$ cat src/rtl/lvds_deskew_trainer.sv
module lvds_deskew_trainer #(
  parameter int TAP_W = 5,
  parameter int CS_W = 6,
  parameter int WORD_W = 12,
  parameter logic [WORD_W-1:0] PATTERN = 'h555,
  parameter int SETTLE = 4,
  parameter int MATCH_N = 3
) (
  input  logic              clk,
  input  logic              rst_n,
  input  logic              retrain,
  input  logic [CS_W-1:0]   clk_sample,
  input  logic [WORD_W-1:0] data_word,
  output logic [TAP_W-1:0]  tap,
  output logic              tap_load,
  output logic              locked,
  output logic              fail
);
  localparam int NTAP = 1 << TAP_W;
  localparam int CNT_W = $clog2(SETTLE + MATCH_N + 1);
  localparam logic [TAP_W-1:0] TAP_MAX = TAP_W'(NTAP - 1);

  typedef enum logic [2:0] {S_IDLE, S_LOAD, S_SETTLE, S_SAMPLE, S_DECIDE} st_t;

  st_t              st;
  logic [TAP_W-1:0] cur, edge_a, edge_b, commit_tap;
  logic [CNT_W-1:0] cnt;
  logic             run_ok, z_first, prev_z, have_a, have_b;
  logic [NTAP-1:0]  valid;

  wire              z_now    = (cnt == '0) ? (clk_sample == '0) : z_first;
  wire              ok_now   = ((cnt == '0) || run_ok) && (data_word == PATTERN);
  wire              last_smp = cnt == CNT_W'(MATCH_N - 1);
  wire [TAP_W:0]    span     = {1'b0, edge_a} + {1'b0, (have_b ? edge_b : TAP_MAX)};
  wire [TAP_W-1:0]  centre   = span[TAP_W:1];
  wire              good     = have_a && valid[centre];

  always_ff @(posedge clk) begin
    if (!rst_n) begin
      st <= S_LOAD;
      cur <= '0;
      cnt <= '0;
      tap <= '0;
      tap_load <= 1'b0;
      locked <= 1'b0;
      fail <= 1'b0;
      commit_tap <= '0;
      run_ok <= 1'b0;
      z_first <= 1'b0;
      prev_z <= 1'b0;
      have_a <= 1'b0;
      have_b <= 1'b0;
      edge_a <= '0;
      edge_b <= '0;
      valid <= '0;
    end else begin
      tap_load <= 1'b0;
      case (st)
        S_IDLE: if (retrain) begin
          cur <= '0;
          have_a <= 1'b0;
          have_b <= 1'b0;
          locked <= 1'b0;
          fail <= 1'b0;
          st <= S_LOAD;
        end
        S_LOAD: begin
          tap <= cur;
          tap_load <= 1'b1;
          cnt <= '0;
          st <= S_SETTLE;
        end
        S_SETTLE: begin
          if (cnt == CNT_W'(SETTLE - 1)) begin
            cnt <= '0;
            st <= S_SAMPLE;
          end else cnt <= cnt + 1'b1;
        end
        S_SAMPLE: begin
          z_first <= z_now;
          run_ok <= ok_now;
          cnt <= cnt + 1'b1;
          if (last_smp) begin
            valid[cur] <= ok_now;
            prev_z <= z_now;
            if (cur != '0 && z_now != prev_z) begin
              if (!have_a) begin
                have_a <= 1'b1;
                edge_a <= cur;
              end else if (!have_b) begin
                have_b <= 1'b1;
                edge_b <= cur;
              end
            end
            if (cur == TAP_MAX) st <= S_DECIDE;
            else begin
              cur <= cur + 1'b1;
              st <= S_LOAD;
            end
          end
        end
        S_DECIDE: begin
          tap_load <= 1'b1;
          if (good) begin
            tap <= centre;
            commit_tap <= centre;
            locked <= 1'b1;
          end else begin
            tap <= commit_tap;
            fail <= 1'b1;
          end
          st <= S_IDLE;
        end
        default: st <= S_IDLE;
      endcase
    end
  end


  tap_moves_with_load_chk: assert property (@(posedge clk) disable iff (!rst_n)
    !$stable(tap) |-> tap_load);

  load_single_cycle_chk: assert property (@(posedge clk) disable iff (!rst_n)
    tap_load |=> !tap_load);

  flags_exclusive_chk: assert property (@(posedge clk) disable iff (!rst_n)
    !(locked && fail));

  lock_with_load_chk: assert property (@(posedge clk) disable iff (!rst_n)
    $rose(locked) |-> tap_load);

  fail_with_load_chk: assert property (@(posedge clk) disable iff (!rst_n)
    $rose(fail) |-> (tap_load && !locked));
endmodule

$ cat config.mk
export PLATFORM = sky130hd
export DESIGN_NAME = lvds_deskew_trainer
export DESIGN_NICKNAME = d
export VERILOG_FILES = /design/src/rtl/lvds_deskew_trainer.sv
export SDC_FILE = /design/constraint.sdc
export NUM_CORES = 1
export LEC_CHECK = 0
export ABC_AREA = 1
export BUFFER_PORTS_ARGS = -buffer_cell sky130_fd_sc_hd__buf_4
export CAP_MARGIN = 20
export CORE_ASPECT_RATIO = 0.7
export CORE_MARGIN = 2
export CORE_UTILIZATION = 40
export CTS_BUF_LIST = sky130_fd_sc_hd__clkbuf_8
export CTS_CLUSTER_DIAMETER = 50
export DETAILED_ROUTE_END_ITERATION = 6
export REMOVE_ABC_BUFFERS = 1
export SYNTH_ARGS = -nofsm -noshare
export SYNTH_HDL_FRONTEND = slang
export SYNTH_SLANG_ARGS = --single-unit
$ cat constraint.sdc
create_clock -name clk -period 5.1 [get_ports clk]
set_input_delay 1.02 -clock clk [delete_from_list [all_inputs] [get_ports clk]]
set_output_delay 1.02 -clock clk [all_outputs]
set_load 0.005 [all_outputs]
* Yosys cells after proc, flatten, opt, wreduce, memory -nomap -nowiden
Cells that the tools add are included.
Word-level totals: flip-flop bits (word level) 71, input bits 21, output and inout port bits 8, word-level logic and storage cells 97
Operators by class: add/sub/neg operators 3, magnitude comparators 3, equality and inequality tests 17, mux-type cells 33, bitwise gates (word level) 2, reductions and logical operators 23
Operators with widths (number):
- bitwise mux 32 bit | 1
- two-way mux 5 bit | 5
- one-hot mux 5 bit (2 select lines) | 2
- inequality test 2 bit, second input constant | 8
- two-way mux 3 bit | 5
- == test 12 x 11 -> 1 bit, second input constant | 1
- == test 3 x 2 -> 1 bit, second input constant | 4
- < comparator 5 x 6 -> 1 bit, second input constant | 2
- two-way mux 1 bit | 12
- one-hot mux 3 bit (4 select lines) | 1
- AND reduction 4 bit | 3
- AND reduction 5 bit | 2
- one-hot mux 3 bit (3 select lines) | 1
- AND reduction 3 bit | 3
- one-hot mux 1 bit (2 select lines) | 4
- adder 5 x 5 -> 6 bit | 1
- zero test 3 bit | 2
- zero test 6 bit | 1
- nonzero test 2 bit | 3
- adder 5 x 1 -> 5 bit, second input constant | 1
- binary-select mux 1 bit (select 5 bit) | 1
- demux 1 bit (select 5 bit) | 1
- == test 5 bit, second input constant | 1
- >= comparator 5 x 1 -> 1 bit, second input constant | 1
- 11 further kinds | 15

* Logic depth before layout (Yosys ltp)
Gate-level depths: netlist of run 1.
depth in word-level cells 7, depth in mapped cells 20, mapped depth without buffers 20

* Worst setup path before layout of run 1
No wires, ideal clock.
path kind reg2reg, from register have_b, to register commit_tap[0], setup time 132 ps, arrival 2281 ps, required time 4968 ps, slack 2687 ps, stages on the path, launching flop included 17, buffers on the path 2, clock period less this slack 2413 ps, cell sequence dfxtp_1 -> a21boi_0 -> inv_1 -> fa_1 -> buf_4 -> buf_2 -> nand2_1 -> nand2_1 -> nand2_1 -> nand2_1 -> nand2_1 -> nand3_1 -> nand2_1 -> a21oi_4 -> nand3_1 -> nand2_1 -> a21oi_1
Between the ends: word-level cells in the longest chain between the ends 6
RTL lines:
- from (decl) | line 28 | logic run_ok, z_first, prev_z, have_a, have_b;
- from (signal assigned) | line 52 | have_b <= 1'b0;
- from (signal assigned) | line 62 | have_b <= 1'b0;
- from (signal assigned) | line 91 | have_b <= 1'b1;
- two-way mux 5 bit (*) | line 34 | wire [TAP_W:0] span = {1'b0, edge_a} + {1'b0, (have_b ? edge_b : TAP_MAX)};
- adder 5 x 5 -> 6 bit (*) | line 34
- binary-select mux 1 bit (select 5 bit) | line 36 | wire good = have_a && valid[centre];
- two-way mux 1 bit (not written as such) | line 36
- logical AND 1 bit | line 36
- two-way mux 5 bit (*) | line 104 | if (good) begin
- to (signal assigned) | line 106 | commit_tap <= centre;
- to (decl) | line 26 | logic [TAP_W-1:0] cur, edge_a, edge_b, commit_tap;
Mark *: on every way between the ends. The rest lies on a longest branch, timed or not. The select of a mux whose other input is x is not followed. A chain may end at the register's enable or synchronous reset.

* Final worst setup path of run 1
from register have_b, to register commit_tap[1]
Same word-level chain as after synthesis.

==> metrics, run 1 <==
status=finished, final reports clean; final setup fails=0; Yosys cell types=35; gp weighted congestion=0.8841; fmax=314.8 MHz; leakage power=1.822 nW; Clock Path Buffers=2; DP HPWL=7.227 mm; Final Skew=6.471 ps; worst-margin pin slew=841.5 ps; core area=0.009071 mm²; Critical path buffers and inverters=3; ys async rst share=0; Clock Latency Late Sink=360 ps; vias in the first global route=3264; slowest library cell on the worst path=fa_1; crit-path most repeated cell=nand2_1; top_reg_cell synth=dfxtp_1; final period utilization=0.6229; mapped cell area=0.003737 mm²; fin cells=674; row cnt=29; Routed WL=9.847 mm; worst setup path class=reg2reg; drt pass-1 iters=5; Layout Nets=581; Critical Path RT=5330 ps; Pwr Density=365.4 mW/mm²; Seq pwr share=0.425; placed insts=658; die area=0.01014 mm²; Area contributors post-synth=dfxtp_1, nand2_1, a21oi_1; share of cells above drive strength 1=0.1200; Total GRT Usage=0.2083; TritonCTS Buffers=9; largest net degree at the start of global routing=34; Vias=3554; vias per cell=5.273; CTS root buf=clkbuf_8; crit end category=flop; # clock sinks=71; initial antenna violation count=0; register area share after synthesis=0.3803; max_slew headroom=0.4347; I/O pin count=29; post-CTS setup buffers=0; Worst EP arrival=3410 ps; antenna viol nets, final=0; Clk pwr share=0.326; Yosys top cell by area=dfxtp_1; Yosys warnings=0; TNS Setup=0 ps; Iter 0 DRT Violations=344; drt wl/cell=14.61 µm; global route total overflow=0; type of origin of the critical path=flop; Tot Pwr=0.001552 W; Max-Cap Viols=0; P&R area growth vs syn=13.66%; Post-Synthesis Cells=522; Avg Inst Size Synth=7.160 µm²; CTS tree=yes; type of the worst min-delay path=reg2reg; number of flops mapped to enable cells by yosys=0; combinational share of power=0.249; Cell Int Power=0.001006 W; fin crit period=3177 ps; first-pass GRT wire length=16.46 mm; chip height=84.87 µm; number of synthesized register bits=71; Port Buf Inserts=28; delay-heaviest family, CP=adder cells; Final Hold Viols=0; Max VDD drop=0.2013 mV; CP peak stage delay=900 ps; unrepaired setup endpoints after global routing=false; Resized Gates After CTS=0; cts hold-fix bufs=0; H-tree levels=3; share of the synthesized area in the top cell type=0.3803; sw power=0.0005459 W; Critical Path Fanout Max=19; Reg clk slew, reported paths=80 ps; initial core utilization=0.4120; hold_ws=468.6 ps; worst path cell trace=a21boi_0, inv_1, fa_1, inv_2, nand2_1, nand2_1, nand2_1, nand2_1, inv_1, nand2_1, nand3_1, nand2_1, a21oi_4, nand3_1, nand2_1, a21oi_1; # diodes=0; fin util=0.4683; DRC=0; Die W=119.5 µm; Final Slew Violations=0; Sw Ratio=0.3517
[per-stage QoR]
stage          cell area (µm²)  setup WS [ps]
5_1_grt                   4248           1553
3_5_place_dp              4026           1978
2_1_floorplan             3640           2413
6_report                  4248           1923
4_1_cts                   4248           1957
3_3_place_gp              4026           2056
[power by group through the flow]
stage / clock network, W / registers (W) / logic (W)
finish: 0.000506 / 0.000660 / 0.000386
global route: 0.000539 / 0.000664 / 0.000453
global placement: 0 / 0.000669 / 0.000375
floorplan: 0 / 0.000654 / 0.000259
detailed placement: 0 / 0.000671 / 0.000384
CTS: 0.000515 / 0.000658 / 0.000387
[routing by layer]
metal	track usage	share of wire	up-vias
met2	0.2888	0.40	109
met1	0.3126	0.51	1629
met5	0	0	-
met3	0.05780	0.080	10
li1	-	-	1806
met4	0.06203	0.012	0
[area by class of cell]
class	instances	area, µm²
clock buffers	9	123.9
repair buffers	30	225.2
clock inverters	7	97.59
fillers	934	4823
flip-flops and latches	71	1421
inverters	74	280.3
multi-input cells	359	1944
well taps	124	155.1
[cells by family after synthesis]
family	Yosys count	synth area share
fa+ha+maj	15	0.05223
buf+inv	92	0.1011
compound gates	134	0.2126
simple gates	210	0.2538
flops	71	0.3803
[path summary, 6_finish.rpt]
| path | start | end | slack, ps | cells after the start |
|---|---|---|---|---|
| max reg2reg | have_b | commit_tap[1] | 1920 | 16 |
| min reg2reg | edge_b[1] | edge_b[1] | 470 | 2 |
| max | have_b | commit_tap[1] | 1920 | 16 |
| min | edge_b[1] | edge_b[1] | 470 | 2 |
[synthesized netlist by cell type, types with 2 or more instances]
cell and number:
dfxtp_1 71, nand2_2 2, nand3_2 2, nor3_1 11, o2111ai_1 2, ha_1 14
buf_2 3, nor3_4 2, a311oi_1 21, nor2_1 52, nand3_1 30, clkbuf_1 10
inv_1 67, a211oi_1 9, nand2_1 99, inv_2 6, o21ai_0 40, buf_6 3
a21oi_1 54, o21ai_1 5, nand4_1 5
[flip-flops by register name, indices dropped and copies added, names as in the netlist]
| signal | count |
|---|---|
| commit_tap | 5 |
| fail | 1 |
| have_a | 1 |
| valid | 32 |
| cur | 5 |
| run_ok | 1 |
| edge_b | 5 |
| locked | 1 |
| cnt | 3 |
| z_first | 1 |
| tap_load | 1 |
| prev_z | 1 |
| edge_a | 5 |
| st | 3 |
| tap | 5 |
| have_b | 1 |
[worst min-delay path, delay by kind of cell, from the launching register on]
| family | cells | cell delay (ps) |
|---|---|---|
| buf+inv | 1 | 50 |
| compound gates | 1 | 50 |
| flops | 1 | 320 |
[placed cells by master (no fill, tap or decap), types with 2 or more instances in the layout]
master / synthesis / final
clkinvlp_4: 0 / 2
nand3_1: 30 / 30
ha_1: 14 / 14
clkbuf_8: 0 / 9
nor3_1: 11 / 11
a211oi_1: 9 / 9
nand3_2: 2 / 2
nor2_1: 52 / 52
dfxtp_1: 71 / 71
o21ai_0: 40 / 40
bufinv_16: 0 / 2
a311oi_1: 21 / 21
inv_1: 67 / 67
nand2_1: 99 / 99
nand2_2: 2 / 2
a21oi_1: 54 / 54
nor3_4: 2 / 2
buf_4: 1 / 30
nand4_1: 5 / 5
o21ai_1: 5 / 5
clkinv_4: 0 / 2
inv_2: 6 / 6
No activity file was read; power rests on OpenSTA's default activity.
==> run 2, diff against run 1 <==
Settings changed: ABC_AREA 1 to 0.
Clock period 5.1 ns to 3.15 ns, I/O delays scaled along.
==> run 2 against run 1 <==
Clock skew shrank 1.1 ps. Sequential cell count is the same. Worst setup slack lost 1900 ps. Die area grew 4.1%. Sequential share of layout area shrank 2.3 points. Clock-buffer cell count grew 3. Synthesized cell count shrank 6.1%. Total power grew 12%. Critical endpoint is now commit_tap[2].
==> metrics, run 2 <==
status=finished, final reports clean; drt pass-1 iters=5; worst setup path class=reg2reg; TritonCTS Buffers=9; number of flops mapped to enable cells by yosys=0; gp weighted congestion=0.8102; crit end category=flop; crit-path most repeated cell=nand2b_4; fin crit period=3087 ps; Avg Inst Size Synth=7.957 µm²; Port Buf Inserts=28; worst-margin pin slew=835.8 ps; Seq pwr share=0.538; Sw Ratio=0.2482; Total GRT Usage=0.1962; ys async rst share=0; largest net degree at the start of global routing=34; vias per cell=5.346; type of origin of the critical path=flop; worst path cell trace=nand2b_4, nand2_4, fa_2, nand2b_4, a21o_4, xnor2_4, mux4_2, a221oi_4, nand2_2, a21oi_4, mux2i_1, nor2_1; Clk pwr share=0.382; # diodes=0; unrepaired setup endpoints after global routing=true; Design Area, Final=0.004571 mm²; min-delay src=valid[23]; H-tree levels=3; Cell Int Power=0.001304 W; row cnt=30; count leader, synth=nand2_1; most frequent cells in the layout=nand2_1, dfxtp_1, buf_4; delay-heaviest family, CP=compound AO/OA/AOI/OAI gates; Pwr Density=379.4 mW/mm²; Yosys cell types=57; antenna viol nets, final=0; number of synthesized register bits=71; Clock Latency Late Sink=350 ps; Post-Synthesis Cells=490; first-pass GRT wire length=16.15 mm; Max VDD drop=0.2203 mV; max_slew headroom=0.4416; FILL cells=938; DP HPWL=6.918 mm; global route total overflow=0; final period utilization=0.9798; placed cell areas=0.004299 mm²; type of the worst min-delay path=reg2reg; Layout Nets=554; initial core utilization=0.4073; max reg flops=32; WP depth=12; Worst EP arrival=3330 ps; Critical Path Fanout Max=7; Yosys warnings=0; Critical path buffers and inverters=0; P&R area growth vs syn=17.23%; vias in the first global route=3241; Iter 0 DRT Violations=220; hold_ws=457.0 ps; final setup fails=0; chip height=86.60 µm; Synth top cells by count=nand2_1, dfxtp_1, nor2_1; Hold Path End=valid[23]; share of cells above drive strength 1=0.1667; initial antenna violation count=0; # clock sinks=71; Routed WL=9.736 mm; slowest library cell on the worst path=mux4_2; Final Hold Viols=0; Critical Path RT=3390 ps; top_reg_cell synth=dfxtp_1; Final Slew Violations=0; Final Skew=5.331 ps; worst reg2reg endpoint=commit_tap[2]; Clock Path Buffers=2; FF-to-FF setup slack=60 ps; CTS root buf=clkbuf_8; Vias=3475; register area share after synthesis=0.3646; Reg clk slew, reported paths=70 ps; Biggest register=valid; Yosys top cell by area=dfxtp_1; combinational share of power=0.080; Area contributors post-synth=dfxtp_1, nand2_1, mux2i_1; die area=0.01057 mm²; mapped cell area=0.003899 mm²; commonest non-fill, non-tap cell in the layout=nand2_1; sw power=0.0004304 W; CTS tree=yes; reg2reg start=edge_b[0]; Die W=122 µm; drt wl/cell=14.98 µm; fmax=324.0 MHz; leakage power=1.661 nW; Max-Cap Viols=0; share of the synthesized area in the top cell type=0.3646; DRC=0; worst hold stages=2; CP peak stage delay=560 ps; I/O pin count=29; core area=0.009572 mm²; reg2reg path depth=12
run 2: worst reg2reg max path: cells and delay by family (launching register included):
kind | cells | cell delay, ps
AOI/OAI and AO/OA | 3 | 820
xor gates and xnor gates | 1 | 180
adders and majority gates | 1 | 360
DFF | 1 | 330
muxes | 2 | 780
and+or+nand+nor | 5 | 490
run 2: kinds of logic after synthesis:
family,synth area share
buffers and inverters,0.05231
and+or+nand+nor,0.2529
xor gates and xnor gates,0.02054
adders and majority gates,0.05006
AOI/OAI and AO/OA,0.1704
muxes,0.08922
DFF,0.3646
run 2: how the worst max path moves through the flow:
stage	from	to	slack [ps]
floorplan	have_b	tap[1]	-140
global placement	have_b	tap[0]	70
detailed placement	have_b	tap[1]	-50
CTS	edge_b[0]	tap[0]	8
global route	edge_b[0]	commit_tap[3]	-120
finish	edge_b[0]	commit_tap[2]	60
run 2: layer usage:
metal | GRT usage | wire, µm | vias up
met5 | 0 | 0 | -
met4 | 0.05120 | 31 | 0
met3 | 0.05000 | 469 | 2
met2 | 0.3042 | 4316 | 65
met1 | 0.2729 | 4918 | 1635
li1 | - | - | 1773
run 2: layout make-up:
cell class | instances | area [µm²] | area share
sequential | 71 | 1424 | 0.3115
clock inverter | 3 | 11.26 | 0.002464
timing repair buffer | 52 | 394.1 | 0.08623
multi-input combinational | 367 | 2352 | 0.5146
inverter | 17 | 63.81 | 0.01396
clock buffer | 12 | 165.2 | 0.03613
tap | 128 | 160.2 | 0.03504
run 2: metrics by stage:
step	util	TNS, ps	setup WS, ps	std cells	total power (W)
2_1_floorplan	-	-1163	-138.8	455	0.001029
3_3_place_gp	0.4492	0	68.67	633	0.001089
3_5_place_dp	0.4492	-235.2	-54.71	633	0.001091
4_1_cts	0.4718	0	7.513	649	0.001750
5_1_grt	0.4775	-711.6	-122.0	650	0.001800
6_report	0.4775	0	63.50	650	0.001734
run 2: power by group through the flow:
stage	registers, W	logic (W)	clock network [W]
floorplan	0.000946	0.0000828	0
global placement	0.000952	0.000137	0
detailed placement	0.000953	0.000138	0
CTS	0.000932	0.000139	0.000679
global route	0.000935	0.000157	0.000708
finish	0.000932	0.000140	0.000662
run 2: timing repair:
action / in CTS / in global routing
gates resized for setup: 6 / 9
setup buffers: 1 / 1
pin swaps: 0 / 9
hold endpoints to repair: 0 / 0
hold buffers: 0 / 0
endpoints found under the setup margin: 8 / 12
